[config.mk]
export PLATFORM = sky130hd
export DESIGN_NAME = gpio_padctl_top
export DESIGN_NICKNAME = d
export VERILOG_FILES = /design/src/rtl/gpio_pc_pkg.sv /design/src/rtl/gpio_cfg_regs.sv /design/src/rtl/gpio_in_sync.sv /design/src/rtl/gpio_pad_drive.sv /design/src/rtl/gpio_padctl_top.sv
export SDC_FILE = /design/constraint.sdc
export NUM_CORES = 1
export LEC_CHECK = 0
export ABC_AREA = 1
export BUFFER_PORTS_ARGS = -buffer_cell sky130_fd_sc_hd__clkbuf_2
export CAP_MARGIN = 20
export CORE_MARGIN = 2
export CORE_UTILIZATION = 40
export CTS_CLUSTER_DIAMETER = 50
export CTS_CLUSTER_SIZE = 30
export DETAILED_ROUTE_END_ITERATION = 7
export PLACE_DENSITY_LB_ADDON = 0.3
export SLEW_MARGIN = 10
export SYNTH_ARGS = -nofsm -noshare
export SYNTH_HDL_FRONTEND = slang
export SYNTH_SLANG_ARGS = --single-unit
[constraint.sdc]
create_clock -name clk -period 0.8 [get_ports clk]
set_input_delay 0.12 -clock clk [delete_from_list [all_inputs] [get_ports clk]]
set_output_delay 0.12 -clock clk [all_outputs]
set_load 0.005 [all_outputs]
[src/rtl/gpio_pc_pkg.sv]
package gpio_pc_pkg;

  localparam int REG_W = 8;

  typedef enum logic [1:0] {
    SEL_DIR  = 2'd0,
    SEL_DATA = 2'd1,
    SEL_PULL = 2'd2,
    SEL_ODRN = 2'd3
  } reg_sel_e;

  typedef struct packed {
    logic oe;
    logic val;
  } pin_drive_t;

  // Level a pin wants to drive and whether it wants to drive at all,
  // reshaped by the open-drain rule: a wanted 1 in open-drain is released.
  function automatic pin_drive_t pin_drive(input logic dir, input logic latch,
                                           input logic psel, input logic pout,
                                           input logic odrn);
    pin_drive_t d;
    logic want;
    logic lvl;
    want  = psel | dir;
    lvl   = psel ? pout : latch;
    d.oe  = want & ~(odrn & lvl);
    d.val = lvl & ~odrn;
    return d;
  endfunction

  // Pull-up only reaches an input pin.
  function automatic logic pin_pull(input logic dir, input logic pull);
    return ~dir & pull;
  endfunction

  // Data read: latch for outputs, synchronised pad for inputs.
  function automatic logic pin_readback(input logic dir, input logic latch,
                                        input logic pad_sync);
    return dir ? latch : pad_sync;
  endfunction

endpackage

[src/rtl/gpio_cfg_regs.sv]
module gpio_cfg_regs
  import gpio_pc_pkg::*;
#(
  parameter int NUM_PINS = 4
) (
  input  logic                clk,
  input  logic                por_n,
  input  logic                soft_rst_n,
  input  logic                wr_en,
  input  logic [1:0]          wr_addr,
  input  logic [NUM_PINS-1:0] wr_bits,
  output logic [NUM_PINS-1:0] dir_q,
  output logic [NUM_PINS-1:0] dat_q,
  output logic [NUM_PINS-1:0] pull_q,
  output logic [NUM_PINS-1:0] odrn_q
);

  // Named write events, brought out for the checks below.
  logic wr_ok;
  logic wr_dir, wr_dat, wr_pull, wr_odrn;

  assign wr_ok   = wr_en & soft_rst_n;
  assign wr_dir  = wr_ok & (wr_addr == SEL_DIR);
  assign wr_dat  = wr_ok & (wr_addr == SEL_DATA);
  assign wr_pull = wr_ok & (wr_addr == SEL_PULL);
  assign wr_odrn = wr_ok & (wr_addr == SEL_ODRN);

  // Direction: cleared by both reset classes.
  always_ff @(posedge clk or negedge por_n) begin
    if (!por_n)           dir_q <= '0;
    else if (!soft_rst_n) dir_q <= '0;
    else if (wr_dir)      dir_q <= wr_bits;
  end

  // Latch, pull-up and open-drain: cleared only by the full reset.
  always_ff @(posedge clk or negedge por_n) begin
    if (!por_n) begin
      dat_q  <= '0;
      pull_q <= '0;
      odrn_q <= '0;
    end else begin
      if (wr_dat)  dat_q  <= wr_bits;
      if (wr_pull) pull_q <= wr_bits;
      if (wr_odrn) odrn_q <= wr_bits;
    end
  end


  soft_keep_chk: assert property (@(posedge clk) disable iff (!por_n)
    !soft_rst_n |=> (dir_q == '0) && $stable(dat_q) && $stable(pull_q) && $stable(odrn_q));


  pull_store_chk: assert property (@(posedge clk) disable iff (!por_n)
    wr_pull |=> pull_q == $past(wr_bits));


  idle_hold_chk: assert property (@(posedge clk) disable iff (!por_n)
    (!wr_en && soft_rst_n) |=> $stable(dir_q) && $stable(dat_q) && $stable(odrn_q));

endmodule

[src/rtl/gpio_in_sync.sv]
module gpio_in_sync #(
  parameter int NUM_PINS = 4,
  parameter int STAGES   = 2
) (
  input  logic                clk,
  input  logic                por_n,
  input  logic [NUM_PINS-1:0] raw_in,
  output logic [NUM_PINS-1:0] sync_out
);

  localparam int CW = $clog2(STAGES + 1);

  logic [NUM_PINS-1:0] chain [STAGES];

  generate
    for (genvar s = 0; s < STAGES; s++) begin : g_stage
      if (s == 0) begin : g_first
        always_ff @(posedge clk or negedge por_n) begin
          if (!por_n) chain[0] <= '0;
          else        chain[0] <= raw_in;
        end
      end else begin : g_next
        always_ff @(posedge clk or negedge por_n) begin
          if (!por_n) chain[s] <= '0;
          else        chain[s] <= chain[s-1];
        end
      end
    end
  endgenerate

  assign sync_out = chain[STAGES-1];

  // Edges seen since reset, saturating; guards the latency check.
  logic [CW-1:0] warm;
  always_ff @(posedge clk or negedge por_n) begin
    if (!por_n)                 warm <= '0;
    else if (warm != CW'(STAGES)) warm <= warm + 1'b1;
  end

  generate
    if (STAGES == 2) begin : g_lat_chk

      sync_latency_chk: assert property (@(posedge clk) disable iff (!por_n)
        (warm == CW'(STAGES)) |-> sync_out == $past(raw_in, 2));
    end
  endgenerate

endmodule

[src/rtl/gpio_pad_drive.sv]
module gpio_pad_drive
  import gpio_pc_pkg::*;
#(
  parameter int NUM_PINS = 4
) (
  input  logic                clk,
  input  logic                por_n,
  input  logic [NUM_PINS-1:0] dir_q,
  input  logic [NUM_PINS-1:0] dat_q,
  input  logic [NUM_PINS-1:0] pull_q,
  input  logic [NUM_PINS-1:0] odrn_q,
  input  logic [NUM_PINS-1:0] psel,
  input  logic [NUM_PINS-1:0] pout,
  output logic [NUM_PINS-1:0] oe,
  output logic [NUM_PINS-1:0] val,
  output logic [NUM_PINS-1:0] pu
);

  generate
    for (genvar i = 0; i < NUM_PINS; i++) begin : g_pin
      pin_drive_t drv;
      assign drv   = pin_drive(dir_q[i], dat_q[i], psel[i], pout[i], odrn_q[i]);
      assign oe[i] = drv.oe;
      assign val[i] = drv.val;
      assign pu[i] = pin_pull(dir_q[i], pull_q[i]);


      odrn_no_high_chk: assert property (@(posedge clk) disable iff (!por_n)
        (oe[i] && odrn_q[i]) |-> !val[i]);


      pull_input_only_chk: assert property (@(posedge clk) disable iff (!por_n)
        pu[i] |-> (!dir_q[i] && pull_q[i]));


      idle_input_chk: assert property (@(posedge clk) disable iff (!por_n)
        (!dir_q[i] && !psel[i]) |-> !oe[i]);
    end
  endgenerate

endmodule

[src/rtl/gpio_padctl_top.sv]
module gpio_padctl_top
  import gpio_pc_pkg::*;
#(
  parameter int NUM_PINS    = 4,
  parameter int SYNC_STAGES = 2
) (
  input  logic                clk,
  input  logic                por_n,
  input  logic                soft_rst_n,
  input  logic [1:0]          bus_addr,
  input  logic                bus_we,
  input  logic [REG_W-1:0]    bus_wdata,
  output logic [REG_W-1:0]    bus_rdata,
  input  logic [NUM_PINS-1:0] pad_in,
  input  logic [NUM_PINS-1:0] periph_sel,
  input  logic [NUM_PINS-1:0] periph_out,
  output logic [NUM_PINS-1:0] pad_oe,
  output logic [NUM_PINS-1:0] pad_out,
  output logic [NUM_PINS-1:0] pad_pu
);

  localparam int PAD_W = REG_W - NUM_PINS;

  logic [NUM_PINS-1:0] dir_q, dat_q, pull_q, odrn_q, pad_sync, data_view;
  logic                unused_wr_hi;

  assign unused_wr_hi = ^bus_wdata[REG_W-1:NUM_PINS];

  gpio_cfg_regs #(.NUM_PINS(NUM_PINS)) u_regs (
    .clk        (clk),
    .por_n      (por_n),
    .soft_rst_n (soft_rst_n),
    .wr_en      (bus_we),
    .wr_addr    (bus_addr),
    .wr_bits    (bus_wdata[NUM_PINS-1:0]),
    .dir_q      (dir_q),
    .dat_q      (dat_q),
    .pull_q     (pull_q),
    .odrn_q     (odrn_q)
  );

  gpio_in_sync #(.NUM_PINS(NUM_PINS), .STAGES(SYNC_STAGES)) u_sync (
    .clk      (clk),
    .por_n    (por_n),
    .raw_in   (pad_in),
    .sync_out (pad_sync)
  );

  gpio_pad_drive #(.NUM_PINS(NUM_PINS)) u_drive (
    .clk    (clk),
    .por_n  (por_n),
    .dir_q  (dir_q),
    .dat_q  (dat_q),
    .pull_q (pull_q),
    .odrn_q (odrn_q),
    .psel   (periph_sel),
    .pout   (periph_out),
    .oe     (pad_oe),
    .val    (pad_out),
    .pu     (pad_pu)
  );

  generate
    for (genvar i = 0; i < NUM_PINS; i++) begin : g_view
      assign data_view[i] = pin_readback(dir_q[i], dat_q[i], pad_sync[i]);
    end
  endgenerate

  always_comb begin
    unique case (bus_addr)
      SEL_DIR:  bus_rdata = {{PAD_W{1'b0}}, dir_q};
      SEL_DATA: bus_rdata = {{PAD_W{1'b0}}, data_view};
      SEL_PULL: bus_rdata = {{PAD_W{1'b0}}, pull_q};
      SEL_ODRN: bus_rdata = {{PAD_W{1'b0}}, odrn_q};
      default:  bus_rdata = '0;
    endcase
  end


  reserved_zero_chk: assert property (@(posedge clk) disable iff (!por_n)
    bus_rdata[REG_W-1:NUM_PINS] == '0);


  reset_quiet_chk: assert property (@(posedge clk)
    !por_n |-> (pad_oe == '0) && (pad_pu == '0) || (periph_sel != '0));

endmodule

Word level (Yosys, flattened, before mapping)
Cells that the tools add are included.
Widths: inputs -> output; s select.
{"block": "word_totals", "register_bits": 24, "inputBits": 26, "wordCells": 59}
{"block": "classes", "eq_ne": 4, "muxes": 11, "bitwise_logic": 37, "n_reduce_logical": 1}
{"operator": "$pmux 8 s4", "count": 1}
{"operator": "$and 1x1->1", "count": 21}
{"operator": "$not 1->1", "count": 12}
{"operator": "$mux 1", "count": 8}
{"operator": "$mux 4", "count": 2}
{"operator": "$eq 2x2->1 const B", "count": 2}
{"operator": "$or 1x1->1", "count": 4}
{"operator": "$eq 2x1->1 const B", "count": 1}
{"operator": "$logic_not 2->1", "count": 1}
{"operator": "$ne 2x1->1 const B", "count": 1}

Longest topological paths before layout
Gate-level depths: netlist of run 1.
{"block": "logic_depth", "word_depth": 4, "depth_mapped": 6, "mapped_depth_nobuf": 6}

Cells and area by module
A second synthesis of run 1 with hierarchy kept.
{"block": "hier_totals", "hier_cells": 178, "hier_area_um2": 1338.8}
{"mod": "gpio_cfg_regs", "n_inst": 1, "cells_per_inst": 77, "area_per_inst_um2": 684.4}
{"mod": "gpio_padctl_top", "n_inst": 1, "cells_per_inst": 53, "area_per_inst_um2": 244.0}
{"mod": "gpio_in_sync", "n_inst": 1, "cells_per_inst": 12, "area_per_inst_um2": 230.2}
{"mod": "gpio_pad_drive", "n_inst": 1, "cells_per_inst": 36, "area_per_inst_um2": 180.2}

Least setup slack after synthesis of run 1
OpenSTA, ideal clock, no wires.
{"block": "synth_timing", "kind": "register -> output", "from": "register u_regs.dat_q[0]", "to": "output port pad_out[0]", "arrival_time_ns": 0.683, "t_required_ns": 0.680, "setup_slack_ns": -0.003, "stages_incl_launch_ff": 4, "cell_sequence": "dfrtp_1 inv_1 o21ai_0 and2_1"}
{"block": "synth_via", "elab_chain_cells": 2}
{"element": "start: declaration", "line": "gpio_cfg_regs.sv:13", "source": "output logic [NUM_PINS-1:0] dat_q,"}
{"element": "start signal: assignment", "line": "gpio_cfg_regs.sv:42", "source": "if (wr_dat) dat_q <= wr_bits;"}
{"element": "$mux 1", "line": "gpio_pc_pkg.sv:26", "source": "lvl = psel ? pout : latch;"}
{"element": "$and 1x1->1", "line": "gpio_pc_pkg.sv:28", "source": "d.val = lvl & ~odrn;"}
{"element": "end: declaration", "line": "gpio_padctl_top.sv:18", "source": "output logic [NUM_PINS-1:0] pad_out,"}
No other way between the ends.

Final worst setup path of run 1
{"block": "layout_timing", "from": "register u_regs.dir_q[1]", "to": "output port pad_oe[1]"}
{"block": "layout_via", "elab_chain_cells": 2}
{"element": "start: declaration", "line": "gpio_cfg_regs.sv:12", "source": "output logic [NUM_PINS-1:0] dir_q,"}
{"element": "start signal: assignment", "line": "gpio_cfg_regs.sv:32", "source": "else if (wr_dir) dir_q <= wr_bits;"}
{"element": "$or 1x1->1", "line": "gpio_pc_pkg.sv:25", "source": "want = psel | dir;"}
{"element": "$and 1x1->1", "line": "gpio_pc_pkg.sv:27", "source": "d.oe = want & ~(odrn & lvl);"}
{"element": "end: declaration", "line": "gpio_padctl_top.sv:17", "source": "output logic [NUM_PINS-1:0] pad_oe,"}
No other way between the ends.

==> flow_summary.yaml, run 1 <==
timing:
  rsz0062_at_grt: "yes"
  setup_viol: 19
  layout_worst_path_cycle_share_pct: 161
  hold_violations: 0
  fmax_mhz: 779
  fin_crit_ps: 1280
  clock_skew_ps: 0.281
  fin_ws_ps: -484
  slew_violations: 0
setup_path:
  cp_max_fo: 5
  worstSetupPathType: "register to output port"
  startpoint_type: "register"
  arrival_ps: 1160
  required_ps: 680
  critPathCaptureType: "output port"
power:
  power_mw: 2.84
  p_leak_nw: 1.01
  swShare_pct: 30.3
  vdd.ir_drop.worst_mv: 0.858
  switchingPower_mw: 0.860
  p_int_mw: 1.98
  p_comb_share_pct: 30.1
  power_frac_seq_pct: 52.0
  p_clk_share_pct: 17.9
  power_density_nw_per_um2: 1590
yosys:
  synthCells: 164
  ys.warnings.count: 0
  yosys.area.top_type: "dfrtp_1"
  synth.top_cell.area_share_pct: 47.3
  synth_mux_area_share_pct: 0
  synth_compound_area_share_pct: 7.88
  synth.distinct_cells: 19
  ys_seq_area_share_pct: 47.3
  ys_ff_latch: 24
  syn_area_um2: 1270
  synth_fa_ha_area_share_pct: 0
  synthSimpleGateAreaFrac_pct: 31.9
  syn_avg_cell_area_um2: 7.74
  synth_top_family_by_area: "simple AND/OR/NAND/NOR gates"
  synth_xor_area_share_pct: 0
  yosys-top-cells-area: "dfrtp_1 (47%), nand2_1 (14%), inv_1 (7.1%)"
floorplanning:
  core_region_area_um2: 3030
  die_h_um: 60.3
  rows: 20
  io_pins: 46
  die-area_um2: 3640
  die_width_um: 60.3
  start_util_pct: 41.9
placed_design:
  gp_congestion: 0.755
  dp_hpwl_um: 2070
  io_buffers: 37
  placed_cells: 257
run:
  cap_violations: 0
grt:
  grt_use_met2_pct: 30.1
  grt_pass1_vias: 1131
  globalRoute.totalOverflow: 0
  grt_use_met3_pct: 2.35
  antenna_found_initial: 0
  grtUsageTotal_pct: 17.7
  grt_pass1_wl_um: 4760
  grt_max_degree: 25
  grtUsageMet1_pct: 22.7
  grt.busiest_layer: "met2"
detailed_routing:
  avgViaCountPerCell: 4.46
  wl_um: 2930
  first_pass_iters: 4
  wl_per_cell_um: 10.7
  post-route-drc-count: 0
  drt_iter0_drc: 37
  via_count: 1223
  drtAntennaViolNets: 0
clock_network:
  clkTransAtPathRegs_ps: 120
  insertion_delay_ps: 300
  cts_tree: "done"
  htreeDepth: 1
  clock_sinks: 24
  cts_made_buffers: 3
  clockBufferDepth: 2
  ctsRootBufferMaster: "clkbuf_4"
cells_and_area:
  antenna_cells: 0
  area_growth_pct: 40.9
  fin_nets: 258
  utilization_pct: 59.1
  layoutNonFillerInstCount: 274
  drive_gt1_share_pct: 40.0
status:
  outcome: "finished, violations left"
  violations: "setup timing"
worst_hold_path:
  hp-class: "input port to register"
## registers in the layout, summed over array words and instances (netlist names)
signal / cells
u_sync.sync_out: 4
u_regs.odrn_q: 4
u_regs.dat_q: 4
u_sync.chain: 4
u_regs.dir_q: 4
u_regs.pull_q: 4
## Yosys cell counts, drive strengths merged
cell and number:
and2 4, inv 28, conb 1, o21ai 16
nand3 16, nor2 12, buf 6, a21oi 4
dfrtp 24, nand2 53
## critical path: stages, from the launching register on
cell,delay (ps)
dfrtp_1,440
buf_4,140
nor2_1,40
a21oi_1,110
clkbuf_2,130
## worst paths after layout
| path | start | end | slack (ps) | cells after the start |
|---|---|---|---|---|
| min reg2reg | u_sync.chain[5] | u_sync.sync_out[1] | 360 | 0 |
| max reg2reg | u_regs.dat_q[2] | u_regs.dat_q[2] | -60 | 4 |
| max | u_regs.dir_q[1] | pad_oe[1] | -480 | 4 |
| min in group asynchronous | por_n | u_sync.chain[7] | 310 | 3 |
| max in group asynchronous | por_n | u_regs.dir_q[0] | 240 | 3 |
| min | bus_wdata[2] | u_regs.dir_q[2] | 40 | 3 |
## cells in the final DEF, fill, tap and decap left out, drive strengths merged
master,n
buf,32
inv,28
clkbuf,32
nor2,12
and2,4
nand3,16
a21oi,4
dlygate4sd3,5
conb,4
dfrtp,24
nand2,53
o21ai,16
## timing repair
item,4_1_cts,5_1_grt
setup buffers,7,4
hold buffers,5,0
endpoints found under the setup margin,17,21
resized for setup,3,26
hold endpoints to repair,28,0
pin swaps,9,4
## cell type report
type | count | area, µm²
well taps | 44 | 55.1
clock buffers | 3 | 22.5
repair buffers | 66 | 430
multi-input cells | 109 | 572
inverters | 28 | 108
fillers | 284 | 1240
flip-flops and latches | 24 | 602
## layer usage
layer | up-vias | routed length, µm | part of all wire [%]
li1 | 627 | - | -
met2 | 26 | 1490 | 51
met5 | - | 0 | 0
met4 | 0 | 32 | 1.1
met1 | 566 | 1320 | 45
met3 | 4 | 88 | 3.0
## metrics by stage
| step | setup TNS (ps) | worst slack [ps] | cell area (µm²) | hold WS, ps |
|---|---|---|---|---|
| after floorplan | 0 | 18.1 | 1280 | -176 |
| after global placement | -2680 | -195 | 1580 | 118 |
| after detailed placement | -3070 | -178 | 1580 | 119 |
| after CTS | -6990 | -483 | 1710 | 40.8 |
| after global routing | -8130 | -576 | 1790 | 26.3 |
| final | -6900 | -484 | 1790 | 41.7 |
## cell families after synthesis
logic type             after synthesis
other                                1
AND/OR/NAND/NOR                     85
AO/OA/AOI/OAI                       20
flip-flops                          24
buffers and inverters               34
## power by group through the flow
| stage | registers (mW) | logic (mW) | clock network, mW |
|---|---|---|---|
| after floorplan | 1.46 | 0.379 | 0 |
| after global placement | 1.49 | 0.698 | 0 |
| after detailed placement | 1.49 | 0.701 | 0 |
| after CTS | 1.46 | 0.764 | 0.525 |
| after global routing | 1.49 | 0.972 | 0.577 |
| final | 1.48 | 0.856 | 0.508 |
(Power assumes the default switching activity.)
==> run 2, diff against run 1 <==
--- a/config.mk
+++ b/config.mk
@@ -13,7 +13,7 @@
 export CTS_CLUSTER_DIAMETER = 50
 export CTS_CLUSTER_SIZE = 30
 export DETAILED_ROUTE_END_ITERATION = 7
-export PLACE_DENSITY_LB_ADDON = 0.3
+export PLACE_DENSITY = 0.69
 export SLEW_MARGIN = 10
 export SYNTH_ARGS = -nofsm -noshare
 export SYNTH_HDL_FRONTEND = slang
==> constraint.sdc (replaced) <==
create_clock -name clk -period 0.8 [get_ports clk]
set_input_delay 0.04 -clock clk [delete_from_list [all_inputs] [get_ports clk]]
set_output_delay 0.04 -clock clk [all_outputs]
set_load 0.005 [all_outputs]
==> run 2 against run 1 <==
The run still ends with setup timing left. Highest routed layer unchanged. Clock skew hardly changed. Routed wire length increased by 3.9%. Via count is 0.25% higher. First-iteration DRC count increased by 16%. Sequential cell count is the same. Clock power rose by 24%.
==> flow_summary.yaml, run 2 (synthesis results as in run 1) <==
status:
  outcome: "finished, violations left"
  violations: "setup timing"
grt:
  grt_pass1_wl_um: 4840
  globalRoute.totalOverflow: 0
  antenna_found_initial: 0
  grt_pass1_vias: 1142
  grtUsageTotal_pct: 17.9
  grt_max_degree: 25
cells_and_area:
  drive_gt1_share_pct: 41.4
  layout_commonest_cell: "nand2_1"
  antenna_cells: 0
  layoutNonFillerInstCount: 281
  design_area_um2: 1870
  fillCellCount: 289
  area_growth_pct: 47.2
  fin_nets: 264
  layout_common_cells: "nand2_1 (47), clkbuf_2 (25), inv_1 (21), dfrtp_1 (21), buf_4 (18)"
setup_path:
  arrival_ps: 1170
  required_ps: 760
  critPathCaptureType: "output port"
  worstSetupPathType: "register to output port"
  cp_max_fo: 3
  startpoint_type: "register"
detailed_routing:
  drt_iter0_drc: 43
  wl_um: 3040
  drtAntennaViolNets: 0
  avgViaCountPerCell: 4.36
  wl_per_cell_um: 10.8
  post-route-drc-count: 0
  first_pass_iters: 5
  via_count: 1226
clock_network:
  insertion_delay_ps: 300
  cts_made_buffers: 3
  clkTransAtPathRegs_ps: 130
  cts_tree: "done"
  ctsRootBufferMaster: "clkbuf_4"
  htreeDepth: 1
  clock_sinks: 24
  clockBufferDepth: 2
placed_design:
  placed_cells: 261
  gp_congestion: 0.769
  pre_cts_ws_ps: -84.0
  io_buffers: 37
  dpl_cell_area_um2: 1610
  dp_hpwl_um: 2120
timing:
  setup_viol: 19
  fmax_mhz: 824
  fin_ws_ps: -414
  fin_crit_ps: 1210
  slew_violations: 0
  layout_worst_path_cycle_share_pct: 152
  fin_setup_tns_ps: -5860
  hold_violations: 0
  clock_skew_ps: 0.380
  rsz0062_at_grt: "yes"
floorplanning:
  rows: 20
  io_pins: 46
  start_util_pct: 41.9
  die_h_um: 60.3
  die-area_um2: 3640
  core_region_area_um2: 3030
  die_width_um: 60.3
power:
  vdd.ir_drop.worst_mv: 1.09
  p_leak_nw: 1.04
  power_density_nw_per_um2: 1590
run:
  cap_violations: 0
worst_hold_path:
  hp-class: "input port to register"
## run 2: cell count changes in the layout (fill, tap and decap cells not counted), sizes merged
cell         before  now
buf              32   38
dlygate4sd3       5    9
clkbuf           32   29
## run 2: what timing repair did
item                                    4_1_cts  5_1_grt
pin swaps                                    10        3
setup buffers                                 5        6
gates cloned                                  0        0
hold buffers                                  9        0
gates resized for setup                      12       32
endpoints found under the setup margin       19       22
endpoints found under the hold margin        43        0
## run 2: path summary, 6_finish.rpt
check | from | to | slack, ps | cells past startpoint
max in group asynchronous | por_n | u_regs.dir_q[2] | 300 | 3
worst min register to register | u_sync.chain[7] | u_sync.sync_out[3] | 360 | 0
worst max register to register | u_regs.dir_q[0] | u_regs.dir_q[0] | -120 | 4
worst min-delay path | soft_rst_n | u_regs.dir_q[0] | 110 | 4
worst max-delay path | u_regs.dat_q[0] | pad_out[0] | -410 | 4
min in group asynchronous | por_n | u_regs.odrn_q[1] | 230 | 3
## run 2: layout make-up
| type | instances | area, µm² | share of cell area, % |
|---|---|---|---|
| clock buffer | 4 | 36.3 | 1.94 |
| inverter | 28 | 108 | 5.76 |
| multi-input combinational | 109 | 566 | 30.3 |
| sequential | 24 | 604 | 32.3 |
| tap | 44 | 55.1 | 2.95 |
| timing repair buffer | 72 | 500 | 26.8 |
## run 2: critical path: stages, from the launching register on
cell      delay, ps
dfrtp_1         410
inv_1            60
o21ai_2         150
and2_1          140
clkbuf_2        100
## run 2: routing by layer
layer,global-route usage [%],up-vias,routed length [µm]
met2,33.9,30,1570
met5,0,-,0
met1,20.5,552,1320
li1,-,640,-
met4,6.03,0,27
met3,2.56,4,119
## run 2: through the flow
| step | power [mW] | util, % | hold WS (ps) |
|---|---|---|---|
| after floorplan | 1.84 | - | -256 |
| after detailed placement | 2.19 | 53.2 | 36.8 |
| after global placement | 2.18 | 53.2 | 36.3 |
| final | 2.96 | 61.7 | 109 |
| after global routing | 3.18 | 61.7 | 94.5 |
| after CTS | 2.93 | 59.3 | 104 |
## run 2: where the power goes
group	leakage [nW]	internal (mW)	switching, mW
combinational	0.724	0.456	0.397
clock	0.0210	0.278	0.353
sequential	0.293	1.36	0.123
total	1.04	2.09	0.873
